## src/rtl/serial_cfg_pkg.sv

```systemverilog
package serial_cfg_pkg;
  typedef enum logic [1:0] {
    SEL_CTRL = 2'b00,
    SEL_REF  = 2'b01,
    SEL_FB   = 2'b10,
    SEL_NONE = 2'b11
  } cfg_sel_e;

  localparam int unsigned CFG_WORD_W = 24;
  localparam int unsigned CFG_SEL_W  = 2;
  localparam int unsigned CFG_N_LAT  = 3;
endpackage

```

## src/rtl/cfg_sync.sv

```systemverilog
module cfg_sync #(
  parameter int unsigned W      = 3,
  parameter int unsigned STAGES = 2
) (
  input  logic         clk_i,
  input  logic         rst_ni,
  input  logic [W-1:0] async_i,
  output logic [W-1:0] sync_o
);
  for (genvar b = 0; b < W; b++) begin : g_bit
    logic [STAGES-1:0] pipe_q;
    always_ff @(posedge clk_i or negedge rst_ni) begin
      if (!rst_ni) pipe_q <= '0;
      else         pipe_q <= {pipe_q[STAGES-2:0], async_i[b]};
    end
    assign sync_o[b] = pipe_q[STAGES-1];
  end
endmodule

```

## src/rtl/cfg_shift_core.sv

```systemverilog
module cfg_shift_core #(
  parameter int unsigned WORD_W = 24
) (
  input  logic              clk_i,
  input  logic              rst_ni,
  input  logic              shift_i,
  input  logic              bit_i,
  output logic [WORD_W-1:0] word_o
);
  always_ff @(posedge clk_i or negedge rst_ni) begin
    if (!rst_ni)      word_o <= '0;
    else if (shift_i) word_o <= {word_o[WORD_W-2:0], bit_i};
  end

  assert_msb_first_R1: assert property (@(posedge clk_i) disable iff (!rst_ni)
    shift_i |=> (word_o[0] == $past(bit_i)) && (word_o[WORD_W-1:1] == $past(word_o[WORD_W-2:0])));
endmodule

```

## src/rtl/cfg_latch_bank.sv

```systemverilog
module cfg_latch_bank
  import serial_cfg_pkg::*;
#(
  parameter int unsigned WORD_W = CFG_WORD_W,
  parameter int unsigned SEL_W  = CFG_SEL_W,
  parameter int unsigned N_LAT  = CFG_N_LAT
) (
  input  logic                           clk_i,
  input  logic                           rst_ni,
  input  logic                           load_i,
  input  logic [WORD_W-1:0]              word_i,
  output logic [N_LAT-1:0][WORD_W-1:0]   lat_o,
  output logic [N_LAT-1:0]               stb_o
);
  logic [SEL_W-1:0] sel;
  assign sel = word_i[SEL_W-1:0];

  for (genvar g = 0; g < N_LAT; g++) begin : g_lat
    logic wr;
    assign wr = load_i && (sel == SEL_W'(g));
    always_ff @(posedge clk_i or negedge rst_ni) begin
      if (!rst_ni) begin
        lat_o[g] <= '0;
        stb_o[g] <= 1'b0;
      end else begin
        stb_o[g] <= wr;
        if (wr) lat_o[g] <= word_i;
      end
    end

    assert_keep_unwritten_R4: assert property (@(posedge clk_i) disable iff (!rst_ni)
      !stb_o[g] |-> $stable(lat_o[g]));
  end

  assert_single_strobe_R4: assert property (@(posedge clk_i) disable iff (!rst_ni)
    $onehot0(stb_o));
  assert_code3_ignored_R2: assert property (@(posedge clk_i) disable iff (!rst_ni)
    (load_i && sel == SEL_W'(SEL_NONE)) |=> (stb_o == '0));
  assert_strobe_one_cycle_R4: assert property (@(posedge clk_i) disable iff (!rst_ni)
    (stb_o != '0) |=> (stb_o == '0));
endmodule

```

## src/rtl/cfg_timing_guard.sv

```systemverilog
module cfg_timing_guard #(
  parameter int unsigned MIN_HI_CYC  = 3,
  parameter int unsigned MIN_LO_CYC  = 3,
  parameter int unsigned MIN_GAP_CYC = 6,
  parameter int unsigned MIN_LE_CYC  = 4
) (
  input  logic clk_i,
  input  logic rst_ni,
  input  logic sclk_lvl_i,
  input  logic sclk_rise_i,
  input  logic sclk_fall_i,
  input  logic le_lvl_i,
  input  logic le_rise_i,
  input  logic le_fall_i,
  output logic err_o
);
  localparam int unsigned MAX_A   = (MIN_HI_CYC > MIN_LO_CYC) ? MIN_HI_CYC : MIN_LO_CYC;
  localparam int unsigned MAX_B   = (MIN_GAP_CYC > MIN_LE_CYC) ? MIN_GAP_CYC : MIN_LE_CYC;
  localparam int unsigned CNT_TOP = ((MAX_A > MAX_B) ? MAX_A : MAX_B) + 1;
  localparam int unsigned CNT_W   = $clog2(CNT_TOP + 1);
  localparam logic [CNT_W-1:0] SAT    = CNT_W'(CNT_TOP);
  localparam logic [CNT_W-1:0] LIM_HI = CNT_W'(MIN_HI_CYC);
  localparam logic [CNT_W-1:0] LIM_LO = CNT_W'(MIN_LO_CYC);
  localparam logic [CNT_W-1:0] LIM_GP = CNT_W'(MIN_GAP_CYC);
  localparam logic [CNT_W-1:0] LIM_LE = CNT_W'(MIN_LE_CYC);

  logic [CNT_W-1:0] hi_q, lo_q, gap_q, le_q;
  logic             viol;

  // measured length includes the edge cycle itself
  function automatic logic [CNT_W-1:0] step(logic start, logic run, logic [CNT_W-1:0] cur);
    if (start)                   return CNT_W'(1);
    else if (run && cur != SAT)  return cur + 1'b1;
    else                         return cur;
  endfunction

  always_ff @(posedge clk_i or negedge rst_ni) begin
    if (!rst_ni) begin
      hi_q  <= SAT;
      lo_q  <= SAT;
      gap_q <= SAT;
      le_q  <= SAT;
    end else begin
      hi_q  <= step(sclk_rise_i, sclk_lvl_i, hi_q);
      lo_q  <= step(sclk_fall_i, !sclk_lvl_i, lo_q);
      gap_q <= step(sclk_rise_i, 1'b1, gap_q);
      le_q  <= step(le_rise_i, le_lvl_i, le_q);
    end
  end

  assign viol = (sclk_fall_i && hi_q  < LIM_HI) ||
                (sclk_rise_i && lo_q  < LIM_LO) ||
                (le_rise_i   && gap_q < LIM_GP) ||
                (le_fall_i   && le_q  < LIM_LE);

  always_ff @(posedge clk_i or negedge rst_ni) begin
    if (!rst_ni) err_o <= 1'b0;
    else         err_o <= viol;
  end

  assert_err_on_edge_R8: assert property (@(posedge clk_i) disable iff (!rst_ni)
    err_o |-> $past(sclk_rise_i || sclk_fall_i || le_rise_i || le_fall_i));
  assert_gap_err_R9: assert property (@(posedge clk_i) disable iff (!rst_ni)
    (le_rise_i && !sclk_rise_i && !sclk_fall_i && gap_q >= LIM_GP) |=> !err_o);
endmodule

```

## src/rtl/serial_cfg_loader.sv

```systemverilog
module serial_cfg_loader
  import serial_cfg_pkg::*;
#(
  parameter int unsigned WORD_W      = CFG_WORD_W,
  parameter int unsigned MIN_HI_CYC  = 3,
  parameter int unsigned MIN_LO_CYC  = 3,
  parameter int unsigned MIN_GAP_CYC = 6,
  parameter int unsigned MIN_LE_CYC  = 4
) (
  input  logic              clk_i,
  input  logic              rst_ni,
  input  logic              sclk_i,
  input  logic              sdata_i,
  input  logic              sle_i,
  output logic [WORD_W-1:0] ctrl_word_o,
  output logic              ctrl_stb_o,
  output logic [WORD_W-1:0] ref_word_o,
  output logic              ref_stb_o,
  output logic [WORD_W-1:0] fb_word_o,
  output logic              fb_stb_o,
  output logic              timing_err_o
);
  localparam int unsigned N_LINES = 3;
  localparam int unsigned IX_SCLK = 0;
  localparam int unsigned IX_DATA = 1;
  localparam int unsigned IX_LE   = 2;

  logic [N_LINES-1:0]                  sync;
  logic                                sclk_prev_q, le_prev_q;
  logic                                sclk_rise, sclk_fall, le_rise, le_fall;
  logic [WORD_W-1:0]                   shift_word;
  logic [CFG_N_LAT-1:0][WORD_W-1:0]    lat;
  logic [CFG_N_LAT-1:0]                stb;

  cfg_sync #(.W(N_LINES), .STAGES(2)) u_sync (
    .clk_i   (clk_i),
    .rst_ni  (rst_ni),
    .async_i ({sle_i, sdata_i, sclk_i}),
    .sync_o  (sync)
  );

  always_ff @(posedge clk_i or negedge rst_ni) begin
    if (!rst_ni) begin
      sclk_prev_q <= 1'b0;
      le_prev_q   <= 1'b0;
    end else begin
      sclk_prev_q <= sync[IX_SCLK];
      le_prev_q   <= sync[IX_LE];
    end
  end

  assign sclk_rise =  sync[IX_SCLK] && !sclk_prev_q;
  assign sclk_fall = !sync[IX_SCLK] &&  sclk_prev_q;
  assign le_rise   =  sync[IX_LE]   && !le_prev_q;
  assign le_fall   = !sync[IX_LE]   &&  le_prev_q;

  cfg_shift_core #(.WORD_W(WORD_W)) u_shift (
    .clk_i   (clk_i),
    .rst_ni  (rst_ni),
    .shift_i (sclk_rise && !sync[IX_LE]),
    .bit_i   (sync[IX_DATA]),
    .word_o  (shift_word)
  );

  cfg_latch_bank #(.WORD_W(WORD_W), .SEL_W(CFG_SEL_W), .N_LAT(CFG_N_LAT)) u_bank (
    .clk_i  (clk_i),
    .rst_ni (rst_ni),
    .load_i (le_rise),
    .word_i (shift_word),
    .lat_o  (lat),
    .stb_o  (stb)
  );

  cfg_timing_guard #(
    .MIN_HI_CYC (MIN_HI_CYC),
    .MIN_LO_CYC (MIN_LO_CYC),
    .MIN_GAP_CYC(MIN_GAP_CYC),
    .MIN_LE_CYC (MIN_LE_CYC)
  ) u_guard (
    .clk_i       (clk_i),
    .rst_ni      (rst_ni),
    .sclk_lvl_i  (sync[IX_SCLK]),
    .sclk_rise_i (sclk_rise),
    .sclk_fall_i (sclk_fall),
    .le_lvl_i    (sync[IX_LE]),
    .le_rise_i   (le_rise),
    .le_fall_i   (le_fall),
    .err_o       (timing_err_o)
  );

  assign ctrl_word_o = lat[SEL_CTRL];
  assign ref_word_o  = lat[SEL_REF];
  assign fb_word_o   = lat[SEL_FB];
  assign ctrl_stb_o  = stb[SEL_CTRL];
  assign ref_stb_o   = stb[SEL_REF];
  assign fb_stb_o    = stb[SEL_FB];

  assert_xfer_on_le_R3: assert property (@(posedge clk_i) disable iff (!rst_ni)
    (ctrl_stb_o || ref_stb_o || fb_stb_o) |-> $past(le_rise));
  assert_frozen_le_high_R5: assert property (@(posedge clk_i) disable iff (!rst_ni)
    sync[IX_LE] |=> $stable(shift_word));
endmodule

```

## config.mk

```make
export PLATFORM = sky130hd
export DESIGN_NAME = serial_cfg_loader
export DESIGN_NICKNAME = d
export VERILOG_FILES = /design/src/rtl/serial_cfg_pkg.sv /design/src/rtl/cfg_sync.sv /design/src/rtl/cfg_shift_core.sv /design/src/rtl/cfg_latch_bank.sv /design/src/rtl/cfg_timing_guard.sv /design/src/rtl/serial_cfg_loader.sv
export SDC_FILE = /design/constraint.sdc
export NUM_CORES = 1
export LEC_CHECK = 0
export ABC_AREA = 1
export BUFFER_PORTS_ARGS = -buffer_cell sky130_fd_sc_hd__clkbuf_2
export CAP_MARGIN = 5
export CORE_ASPECT_RATIO = 0.5
export CORE_MARGIN = 1.5
export CORE_UTILIZATION = 30
export CTS_CLUSTER_SIZE = 40
export DETAILED_ROUTE_END_ITERATION = 10
export PLACE_DENSITY = 0.45
export SETUP_SLACK_MARGIN = 0.1
export SLEW_MARGIN = 5
export SYNTH_ARGS = -nofsm -noshare
export SYNTH_HDL_FRONTEND = slang
export SYNTH_SLANG_ARGS = --single-unit
```

## constraint.sdc

```tcl
create_clock -name clk_i -period 3.6 [get_ports clk_i]
set_input_delay 0.54 -clock clk_i [delete_from_list [all_inputs] [get_ports clk_i]]
set_output_delay 0.54 -clock clk_i [all_outputs]
set_load 0.1 [all_outputs]
```

Word level (Yosys, flattened, before mapping)
Cells that the tools add are included.
- add/sub/neg operators: 4
- shift operators: 0
- bitwise operators: 0
- divide/modulo/power cells: 0
- multipliers: 0
- reduce and logical (&&, ||, !) cells: 27
- equality and inequality tests: 6
- magnitude comparators: 4
- multiplexer cells: 8
- operators by type and width (kind ; count):
    two-way mux 3 bit ; 8
    logical AND 1 bit ; 15
    adder 3 x 1 -> 3 bit, second input constant ; 4
    != test 3 bit, second input constant ; 4
    nonzero test 2 bit ; 4
    less-than comparator 3 x 2 -> 1 bit, second input constant ; 2
    less-than comparator 3 bit, second input constant ; 2
    logical NOT 1 bit ; 4
    logical OR 1 bit ; 3
    equality test 2 x 1 -> 1 bit, second input constant ; 1
    equality test 2 bit, second input constant ; 1
    logical NOT 2 bit ; 1
- bits in latches: 0
- memories: 0
- input bits: 5
- memory bits (writable): 0
- logic and storage cells: 66
- bits in read-only memories: 0
- output and inout port bits: 76
- register bits: 120

Depth between registers and ports, before layout
- depth after elaboration: 6
- gate-level depth with buffers: 7
- depth with buffers taken out: 6

Cells and area by module
From an unflattened synthesis, not the netlist that was laid out.
- cells, all modules: 528
- area total of the unflattened synthesis: 5076.1 um^2
- modules (own cells, without submodules) (module ; area each (um^2) ; cells each ; sequential area each (um^2) ; instances):
    cfg_latch_bank ; 3111.7 ; 320 ; 1876.8 ; 1
    cfg_shift_core ; 979.7 ; 102 ; 600.6 ; 1
    cfg_timing_guard ; 720.7 ; 86 ; 340.3 ; 1
    cfg_sync ; 172.7 ; 9 ; 150.1 ; 1
    serial_cfg_loader ; 91.3 ; 11 ; 50.0 ; 1

Worst setup path after synthesis
Ideal clock, no wire load.
- path type: register -> output
- from: register u_bank.lat_o[10] (netlist name)
- to: output port ctrl_word_o[10]
- arrival: 0.898 ns
- data required time: 3.060 ns
- cell stages (with the launch flop): 1
- path slack: 2.162 ns
- path buffers: 0
- cell sequence: dfrtp_1
- RTL lines (item ; line ; source):
    start, declared ; cfg_latch_bank.sv:12 ; output logic [N_LAT-1:0][WORD_W-1:0] lat_o,
    start signal, assigned by index ; cfg_latch_bank.sv:27 ; if (wr) lat_o[g] <= word_i;
    end, declared ; serial_cfg_loader.sv:15 ; output logic [WORD_W-1:0] ctrl_word_o,
No word-level cell between the ends.

Worst setup path in the final report
- from: register u_bank.lat_o[41] (netlist name)
- to: output port ref_word_o[17]
- RTL lines (item ; line ; source):
    end, declared ; serial_cfg_loader.sv:17 ; output logic [WORD_W-1:0] ref_word_o,
No word-level cell between the ends.

==> impl_metrics.env <==
export IMPL_final_cells=728
export IMPL_cpLargestDelayFamily="buffers and inverters"
export IMPL_pwr_share_clk=0.410
export IMPL_vias=3062
export IMPL_path_max_fanout=2
export IMPL_ant_nets=0
export IMPL_fin_setup_tns_ps=0
export IMPL_powerDensity_nw_per_um2=726
export IMPL_cts_repair_resized=0
export IMPL_die_x_um=183
export IMPL_status="finished clean"
export IMPL_synth_seq_area_share=0.624
export IMPL_grt_pass1_vias=2951
export IMPL_dr_pass1_iters=4
export IMPL_vias_per_cell=4.21
export IMPL_portBuffers=80
export IMPL_wl_per_cell_um=13.0
export IMPL_clk_latency_ps=400
export IMPL_ctsHoldBuffers=0
export IMPL_fmax_mhz=552
export IMPL_std_cell_rows=32
export IMPL_clockRootBuffer="clkbuf_16"
export IMPL_power_frac_comb=0.215
export IMPL_p_int_uw=2870
export IMPL_cap_viol_max_count=0
export IMPL_numCtsBuffers=17
export IMPL_finalSetupViolCount=0
export IMPL_dp_cells=697
export IMPL_p_seq_frac=0.375
export IMPL_cts_max_path_buffers=2
export IMPL_crit_start="u_bank.lat_o[41]$_DFFE_PN0P_"
export IMPL_ys_ff_latch=120
export IMPL_synth_distinct_cells=19
export IMPL_path_cells="clkbuf_2"
export IMPL_fin_crit_sh=0.503
export IMPL_num_antenna_cells=0
export IMPL_area_growth_pct=22.9
export IMPL_r2r_start="sclk_prev_q$_DFF_PN0_"
export IMPL_p_total_uw=4320
export IMPL_hold_path_class="in -> async"
export IMPL_avgSynthCellArea_um2=11.3
export IMPL_htreeDepth=4
export IMPL_path_class="reg -> out"
export IMPL_vdd_drop_max_mv=0.395
export IMPL_cts_tree="built"
export IMPL_cpPeakStageDelay_ps=480
export IMPL_hold_viol=0
export IMPL_synth_cells=429
export IMPL_worst_path_buf_inv=1
export IMPL_postCtsSetupRepairBufs=0
export IMPL_start_kind="register"
export IMPL_yosysWarnings=0
export IMPL_cp_slowest_cell="clkbuf_2"
export IMPL_grt_pass1_wl_mm=15.8
export IMPL_fin_crit_ps=1810
export IMPL_grtUsageTotal=0.123
export IMPL_drive_gt1_frac=0.393
export IMPL_cp_arrival_ps=1270
export IMPL_synth_top_cell_area_share=0.559
export IMPL_wl_mm=9.44
export IMPL_power_switching_uw=1440
export IMPL_rsz0062_at_grt="false"
export IMPL_drt_iter0_drc=189
export IMPL_skew_ps=7.62
export IMPL_drc=0
export IMPL_grt_max_degree=73
export IMPL_slew_headroom=0.358
export IMPL_gp_congestion=0.669
export IMPL_coreArea_um2=15600
export IMPL_nNetsFinal=525
export IMPL_die_area_um2=16900
export IMPL_dp_hpwl_mm=6.05
export IMPL_die_h_um=92.8
export IMPL_synth_area_leader_cell="dfrtp_1"
export IMPL_endpoint_kind="primary output"
export IMPL_crit_required_ps=3060
export IMPL_maxSlewViolCount=0
export IMPL_p_leak_uw=0.00288
export IMPL_ios=81
export IMPL_worst_pin_slew_ps=960
export IMPL_antenna_found_initial=0
export IMPL_syn_nets=442
export IMPL_r2r_slack_ps=1910
export IMPL_synthTopCellsByArea="dfrtp_1 (56%), o21ai_2 (13%), nand2_1 (8.1%)"
export IMPL_cts_clk_slew_worst_paths_ps=50
export IMPL_initial_core_util=0.311
export IMPL_syn_area_um2=4840
export IMPL_grt_ovfl_total=0
export IMPL_clock_sinks=120
export IMPL_p_sw_frac=0.334
[final timing paths]
| kind | endpoint | cells after the start |
|---|---|---|
| worst max-delay path | ref_word_o[17] | 1 |
| max in group asynchronous | u_bank.lat_o[34]$_DFFE_PN0P_ | 2 |
| worst max register to register | u_shift.word_o[6]$_DFFE_PN0P_ | 4 |
| worst min register to register | u_sync.g_bit[1].pipe_q[1]$_DFF_PN0_ | 0 |
| min in group clk_i | u_sync.g_bit[1].pipe_q[0]$_DFF_PN0_ | 1 |
| worst min-delay path | u_sync.g_bit[2].pipe_q[0]$_DFF_PN0_ | 1 |
[cell type report]
cell class / count / area, um2
fillers: 1592 / 9630
well taps: 204 / 255
clock buffers: 24 / 502
clock inverters: 7 / 115
inverters: 46 / 173
flip-flops and latches: 120 / 3020
multi-input cells: 246 / 1460
repair buffers: 81 / 423
[cell usage in the layout, fill, tap and decap left out, types with 10 or more instances in the layout]
master / n
o21ai_2: 74
o21ai_0: 13
dfstp_2: 12
o21ai_1: 15
inv_1: 44
clkbuf_2: 79
nor2_1: 10
nand2_1: 104
clkbuf_16: 17
dfrtp_1: 108
[through the flow]
| step | area (um2) | hold slack (ps) | setup slack (ps) | util |
|---|---|---|---|---|
| floorplan | 4840 | 244 | 2160 | - |
| global placement | 5330 | 333 | 1930 | 0.342 |
| detailed placement | 5330 | 336 | 1890 | 0.342 |
| CTS | 5950 | 181 | 1760 | 0.382 |
| global route | 5950 | 208 | 1730 | 0.382 |
| finish | 5950 | 168 | 1790 | 0.382 |
[kinds of logic after synthesis]
kind of cell    count (synthesis)  share of synthesized area
compound gates                108                      0.169
fa+ha+maj                       8                     0.0207
buf+inv                        63                     0.0740
flops                         120                      0.624
simple gates                  130                      0.112
[power groups by stage]
| stage | clock network [uW] | registers [uW] | logic, uW |
|---|---|---|---|
| 4_1_cts | 1830 | 1620 | 946 |
| 3_5_place_dp | 0 | 1640 | 945 |
| 5_1_grt | 1890 | 1640 | 1010 |
| 3_3_place_gp | 0 | 1640 | 938 |
| 2_1_floorplan | 0 | 2110 | 301 |
| 6_report | 1770 | 1620 | 930 |
[metal layers]
metal / share of wire / global-route usage
met4: 0.0057 / 0.0537
met5: 0 / 0
met2: 0.43 / 0.174
met1: 0.53 / 0.168
met3: 0.037 / 0.0440
[registers in the layout, indices dropped and copies added (netlist names)]
name and cells:
u_guard.gap_q 3, u_guard.le_q 3, u_bank.stb_o 3, le_prev_q 1, sclk_prev_q 1, u_bank.lat_o 72, u_guard.lo_q 3, u_guard.err_o 1
u_sync.g_bit.pipe_q 6, u_shift.word_o 24, u_guard.hi_q 3
[synth_stat cells, drive strengths merged]
cell,count
nand2,108
dfstp,12
a21oi,6
dfrtp,108
ha,8
clkbuf,1
nor2,12
or2,2
buf,16
inv,46
nand3,7
o21ai,102
nand4,1
Note: power is estimated with default switching activity, not from simulation.
